===== config.mk =====
export PLATFORM = sky130hd
export DESIGN_NAME = cfg_serial_port
export DESIGN_NICKNAME = d
export VERILOG_FILES = /design/src/rtl/cfg_spi_pkg.sv /design/src/rtl/cfg_spi_sync.sv /design/src/rtl/cfg_spi_shift.sv /design/src/rtl/cfg_spi_regbank.sv /design/src/rtl/cfg_serial_port.sv
export SDC_FILE = /design/constraint.sdc
export NUM_CORES = 1
export LEC_CHECK = 0
export CORE_UTILIZATION = 55
export DETAILED_ROUTE_END_ITERATION = 12
export DONT_BUFFER_PORTS = 1
export MAX_ROUTING_LAYER = met4
export PLACE_DENSITY = 0.74
export SLEW_MARGIN = 20
export SYNTH_ARGS = -nofsm -noshare
export SYNTH_HDL_FRONTEND = slang
export SYNTH_SLANG_ARGS = --single-unit

===== constraint.sdc =====
create_clock -name clk_i -period 3.42 [get_ports clk_i]
set_input_delay 0.513 -clock clk_i [delete_from_list [all_inputs] [get_ports clk_i]]
set_output_delay 0.513 -clock clk_i [all_outputs]
set_load 0.02 [all_outputs]

===== src/rtl/cfg_spi_pkg.sv =====
package cfg_spi_pkg;
  localparam int unsigned DATA_W = 8;
  localparam int unsigned ADDR_W = 3;
  localparam int unsigned RW_POS = 0;
  localparam int unsigned ADDR_LSB = 1;

  typedef enum logic {
    DIR_WRITE = 1'b0,
    DIR_READ  = 1'b1
  } dir_e;
endpackage


===== src/rtl/cfg_spi_sync.sv =====
module cfg_spi_sync #(
  parameter int unsigned WIDTH = 4,
  parameter int unsigned STAGES = 2,
  parameter logic [WIDTH-1:0] RST_VAL = '0
) (
  input  logic             clk_i,
  input  logic             rst_ni,
  input  logic [WIDTH-1:0] async_i,
  output logic [WIDTH-1:0] sync_o
);
  for (genvar g = 0; g < WIDTH; g++) begin : g_lane
    logic [STAGES-1:0] pipe_q;
    always_ff @(posedge clk_i or negedge rst_ni) begin
      if (!rst_ni) pipe_q <= {STAGES{RST_VAL[g]}};
      else         pipe_q <= {pipe_q[STAGES-2:0], async_i[g]};
    end
    assign sync_o[g] = pipe_q[STAGES-1];
  end
endmodule


===== src/rtl/cfg_spi_shift.sv =====
module cfg_spi_shift
  import cfg_spi_pkg::*;
#(
  parameter int unsigned DW = DATA_W,
  parameter int unsigned AW = ADDR_W
) (
  input  logic          clk_i,
  input  logic          rst_ni,
  input  logic          sclk_s_i,
  input  logic          cs_ns_i,
  input  logic          sync_s_i,
  input  logic          sdi_s_i,
  input  logic [DW-1:0] rd_data_i,
  output logic          wr_en_o,
  output logic [AW-1:0] addr_o,
  output logic [DW-1:0] wr_data_o,
  output logic          sdo_o,
  output logic          sdo_oe_o
);
  localparam int unsigned FRAME = 2 * DW;
  localparam int unsigned CNT_W = $clog2(FRAME);
  localparam int unsigned IDX_W = $clog2(DW);
  localparam int unsigned CTL_W = AW + 1;

  logic             sclk_d_q;
  logic [CNT_W-1:0] cnt_q;
  logic [CTL_W-1:0] ctrl_q;
  logic [DW-2:0]    data_q;
  logic             sdo_q, oe_q;
  logic             active, rise, fall, in_ctrl, last;
  logic [IDX_W-1:0] idx;
  dir_e             dir;

  assign active  = sync_s_i & ~cs_ns_i;
  assign rise    = active & sclk_s_i & ~sclk_d_q;
  assign fall    = active & ~sclk_s_i & sclk_d_q;
  assign in_ctrl = cnt_q < CNT_W'(DW);
  assign last    = cnt_q == CNT_W'(FRAME - 1);
  assign idx     = cnt_q[IDX_W-1:0];
  assign dir     = dir_e'(ctrl_q[RW_POS]);

  always_ff @(posedge clk_i or negedge rst_ni) begin
    if (!rst_ni) sclk_d_q <= 1'b0;
    else         sclk_d_q <= sclk_s_i;
  end

  // bit counter and capture; any loss of framing discards partial state
  always_ff @(posedge clk_i or negedge rst_ni) begin
    if (!rst_ni) begin
      cnt_q  <= '0;
      ctrl_q <= '0;
      data_q <= '0;
    end else if (!active) begin
      cnt_q  <= '0;
      ctrl_q <= '0;
      data_q <= '0;
    end else if (rise) begin
      cnt_q <= last ? '0 : cnt_q + 1'b1;
      if (in_ctrl) begin
        for (int b = 0; b < CTL_W; b++)
          if (idx == IDX_W'(b)) ctrl_q[b] <= sdi_s_i;
      end else begin
        for (int b = 0; b < DW - 1; b++)
          if (idx == IDX_W'(b)) data_q[b] <= sdi_s_i;
      end
    end
  end

  // read data launched on falling edges
  always_ff @(posedge clk_i or negedge rst_ni) begin
    if (!rst_ni) begin
      sdo_q <= 1'b0;
      oe_q  <= 1'b0;
    end else if (!active) begin
      sdo_q <= 1'b0;
      oe_q  <= 1'b0;
    end else if (fall) begin
      oe_q  <= (dir == DIR_READ) && !in_ctrl;
      sdo_q <= (dir == DIR_READ) && !in_ctrl && rd_data_i[idx];
    end
  end

  assign wr_en_o   = rise && last && (dir == DIR_WRITE);
  assign addr_o    = ctrl_q[ADDR_LSB +: AW];
  assign wr_data_o = {sdi_s_i, data_q};
  assign sdo_o     = sdo_q;
  assign sdo_oe_o  = oe_q;


  frame_clear_chk: assert property (@(posedge clk_i) disable iff (!rst_ni)
    !active |=> cnt_q == '0);

  wrap_after_commit_chk: assert property (@(posedge clk_i) disable iff (!rst_ni)
    wr_en_o |=> cnt_q == '0);

  oe_off_when_idle_chk: assert property (@(posedge clk_i) disable iff (!rst_ni)
    !active |=> !oe_q);

  sdo_quiet_chk: assert property (@(posedge clk_i) disable iff (!rst_ni)
    !oe_q |-> !sdo_q);

  oe_only_read_chk: assert property (@(posedge clk_i) disable iff (!rst_ni)
    oe_q |-> dir == DIR_READ);
endmodule


===== src/rtl/cfg_spi_regbank.sv =====
module cfg_spi_regbank #(
  parameter int unsigned DW = 8,
  parameter int unsigned AW = 3
) (
  input  logic                     clk_i,
  input  logic                     rst_ni,
  input  logic                     wr_en_i,
  input  logic [AW-1:0]            addr_i,
  input  logic [DW-1:0]            wr_data_i,
  output logic [DW-1:0]            rd_data_o,
  output logic [(1<<AW)*DW-1:0]    regs_o
);
  localparam int unsigned NREG = 1 << AW;

  logic [NREG*DW-1:0] regs_q;

  for (genvar r = 0; r < NREG; r++) begin : g_reg
    always_ff @(posedge clk_i or negedge rst_ni) begin
      if (!rst_ni)                               regs_q[r*DW +: DW] <= '0;
      else if (wr_en_i && addr_i == AW'(r))      regs_q[r*DW +: DW] <= wr_data_i;
    end
  end

  assign rd_data_o = regs_q[addr_i*DW +: DW];
  assign regs_o    = regs_q;


  hold_without_write_chk: assert property (@(posedge clk_i) disable iff (!rst_ni)
    !wr_en_i |=> $stable(regs_q));
endmodule


===== src/rtl/cfg_serial_port.sv =====
module cfg_serial_port
  import cfg_spi_pkg::*;
#(
  parameter int unsigned DW = DATA_W,
  parameter int unsigned AW = ADDR_W,
  parameter int unsigned SYNC_STAGES = 2
) (
  input  logic                  clk_i,
  input  logic                  rst_ni,
  input  logic                  sclk_i,
  input  logic                  cs_ni,
  input  logic                  sync_i,
  input  logic                  sdi_i,
  output logic                  sdo_o,
  output logic                  sdo_oe_o,
  output logic [(1<<AW)*DW-1:0] regs_o
);
  logic [3:0]    pins_s;
  logic          wr_en;
  logic [AW-1:0] addr;
  logic [DW-1:0] wr_data, rd_data;

  // lanes: 0 sclk, 1 cs_n, 2 sync, 3 sdi
  cfg_spi_sync #(
    .WIDTH  (4),
    .STAGES (SYNC_STAGES),
    .RST_VAL(4'b0010)
  ) i_sync (
    .clk_i  (clk_i),
    .rst_ni (rst_ni),
    .async_i({sdi_i, sync_i, cs_ni, sclk_i}),
    .sync_o (pins_s)
  );

  cfg_spi_shift #(.DW(DW), .AW(AW)) i_shift (
    .clk_i    (clk_i),
    .rst_ni   (rst_ni),
    .sclk_s_i (pins_s[0]),
    .cs_ns_i  (pins_s[1]),
    .sync_s_i (pins_s[2]),
    .sdi_s_i  (pins_s[3]),
    .rd_data_i(rd_data),
    .wr_en_o  (wr_en),
    .addr_o   (addr),
    .wr_data_o(wr_data),
    .sdo_o    (sdo_o),
    .sdo_oe_o (sdo_oe_o)
  );

  cfg_spi_regbank #(.DW(DW), .AW(AW)) i_bank (
    .clk_i    (clk_i),
    .rst_ni   (rst_ni),
    .wr_en_i  (wr_en),
    .addr_i   (addr),
    .wr_data_i(wr_data),
    .rd_data_o(rd_data),
    .regs_o   (regs_o)
  );
endmodule


==> metrics.md <==
| Metric | Value |
|---|---|
| Outcome | finished, final reports clean |
| Largest net degree at the start of global routing | a little over 90 |
| Clk buf depth | 2 |
| Port buffer count | 0 |
| Clk pin slew, worst setup/hold paths | 90 ps |
| RePlAce Congestion | around 0.88 |
| Row cnt | 31 |
| CTS Hold Bufs | 1 |
| Share of layout cells above drive strength 1 | about 35% |
| Worst Hold Class | input pin to asynchronous set/reset pin |
| Post-synth cell types | between 40 and 50 |
| Worst reg2reg path startpoint | i_shift.ctrl_q[3] |
| Cell internal pwr | between 0.001 and 0.0015 W |
| Routed vias/inst | 6.19 |
| CTS tree | done |
| Commonest non-fill, non-tap cell in the layout | dfrtp_1 |
| Worst-Margin Slew | between 900 and 1000 ps |
| Sequential fraction of the synthesis area | between 50% and 60% |
| Reg-to-Reg End | i_bank.regs_o[53] |
| WL final | 9270 microns |
| Syn. warnings | 0 |
| HPWL after DPL | approximately 6100 microns |
| Sink Count | 90 |
| Pwr per Cell Area | roughly 400 nW/um^2 |
| Drt pass-1 iters | 4 |
| Reg2Reg Setup Slack | around 760 ps |
| Fin Setup TNS | 0 ps |
| # IOs | 72 |
| Worst endpoint required time | approximately 3700 ps |
| Congestion Overflow GR | 0 |
| Util after Layout | between 60% and 70% |
| ANT nets after route | 0 |
| Root Buffer | clkbuf_8 |
| Worst-case hold slack | around 73 ps |
| Placed Cells | slightly below 400 |
| Post-Syn Instances | 299 |
| DIE AREA | just under 8000 sq um |
| Initial drt markers | 180 |
| CP Max Fanout | 12 |
| Achievable Freq | between 0.3 and 0.4 GHz |
| Clock power frac | 36.4% |
| TritonCTS Buffers | 9 |
| Synth Area per Inst | approximately 14 sq um |
| Main flop type after synthesis | dfrtp_1 |
| Worst relative slew slack | a little over a third |
| CTS H-tree depth | 3 |
| Syn nets | just over 300 |
| Initial Util | between 50% and 60% |
| Crit path DAT | slightly below 3000 ps |
| CP Capture Type | flop |
| Vias in the first global route | about 2600 |
| Clk_lat worst skew | about 350 ps |
| Via Count | about 2500 |
| Period utilization | 77.7% |
| Fin nets | 310 |
| RSZ-0062 raised after global routing | no |
| Post-synth top area cell | dfrtp_1 |
| Final Setup Violations | 0 |
| Diode count | 0 |
| Startpoint Class | flop |
| Initial antenna violation count | 0 |
| Post-CTS Setup Bufs | 0 |
| Synth top area share | approximately 53% |
| Sw power | between 0.0004 and 0.0005 W |
| Peak supply drop | around 0.27 mV |
| Core Region | 7250 sq um |
| Final cell count without fillers | roughly 400 |
| Ys async rst share | 100% |
| Fraction of power spent switching nets | around a quarter |
| Layout area overhead | 6.65% |
| Setup Skew | roughly 9.8 ps |
| Width of the die | roughly 90 microns |
| Residual DRC | 0 |
| Post-synth EDFFs | 0 |
| LEAKAGE | about 2 nW |
| Kind of critical path | flop to flop |
| Resized Gates After CTS | 0 |
| Die height | ~89 microns |
| Synth Register Bits | 90 |
| Mapped cell area | a little over 4000 sq um |
| Leading post-synthesis cells by cell area | dfrtp_1 53%, mux2_2 18%, mux4_2 5.5% |
| Tot GR Track Use | approximately a quarter |
| Max-cap violations | 0 |
| Count of final hold-check violations | 0 |
| First-pass GRT wire length | about 14000 microns |
| WL/cell | around 23 microns |
| Min Tclk post-route | about 2700 ps |
| Seq pwr share | 61.6% |
| Combinational fraction of design power | 2.0% |
| Max-slew violations | 0 |
| Most frequent cells in the layout | 88 x dfrtp_1, 66 x mux2_2, 21 x mux2i_1 |
| R2R cell count | 4 |
## worst max path at each step
stage	from	end	slack [ps]
6_report	i_shift.ctrl_q[3]	i_bank.regs_o[53]	760
4_1_cts	i_shift.ctrl_q[3]	i_bank.regs_o[42]	740
5_1_grt	i_shift.ctrl_q[3]	i_bank.regs_o[45]	630
3_5_place_dp	i_shift.ctrl_q[3]	i_bank.regs_o[42]	750
3_3_place_gp	i_shift.ctrl_q[3]	i_bank.regs_o[46]	780
2_1_floorplan	i_shift.sclk_d_q	i_bank.regs_o[40]	1150
## synthesized netlist by cell type (4+ instances only)
library cell and instances:
mux2_2 66, ha_1 5, nand3_1 7, clkbuf_1 8, mux4_2 10, a21oi_1 5
nor2_1 16, mux2i_1 21, and3_1 4, dfrtp_1 88, nand2_1 15, buf_2 5
## state kept, by name (all words and copies together) (netlist names)
name                  cells
i_shift.ctrl_q            4
i_shift.sdo_o             1
i_shift.data_q            7
i_sync.g_lane.pipe_q      8
i_shift.sdo_oe_o          1
i_shift.cnt_q             4
i_shift.sclk_d_q          1
i_bank.regs_o            64
## through the flow
| step | setup WS, ps | instance area [sq um] | power, W |
|---|---|---|---|
| after floorplan | 1150 | 4120 | 0.00111 |
| after global placement | 782 | 4200 | 0.00111 |
| after detailed placement | 753 | 4200 | 0.00111 |
| after CTS | 740 | 4390 | 0.00176 |
| after global routing | 633 | 4390 | 0.00181 |
| final | 762 | 4390 | 0.00175 |
## per-layer routing
metal	global-route usage (%)	up-vias	wire length, microns	part of all wire, %
li1	-	1090	-	-
met1	33.5	1289	3840	41
met2	39.4	95	4470	48
met3	7.84	14	792	8.5
met4	9.09	0	161	1.7
met5	-	-	0	0
## cell families after synthesis
family / count (synthesis) / synth area share [%]
muxes: 98 / 28.9
DFF: 90 / 54.7
and+or+nand+nor: 63 / 8.69
AOI/OAI and AO/OA: 24 / 4.19
buffers and inverters: 19 / 1.97
adders and majority gates: 5 / 1.52
## worst max-delay path, stage by stage (launching register included)
cell and delay (ps):
dfrtp_1 620, inv_1 250, or4_1 720, nor3b_4 550, mux2_2 400
## power by group through the flow
stage	clock network, W	registers, W	logic, W
floorplan	0	0.00109	0.0000127
global route	0.000693	0.00108	0.0000414
CTS	0.000650	0.00108	0.0000372
detailed placement	0	0.00110	0.0000129
global placement	0	0.00110	0.0000127
finish	0.000635	0.00108	0.0000356
## cell type report
cell class | count | area, sq um
sequential | 90 | 2250
tap | 99 | 124
clock buffer | 9 | 124
inverter | 4 | 15.0
timing repair buffer | 4 | 50.0
clock inverter | 6 | 42.5
multi-input combinational | 190 | 1780
fill | 587 | 2860
(Power assumes the default switching activity.)
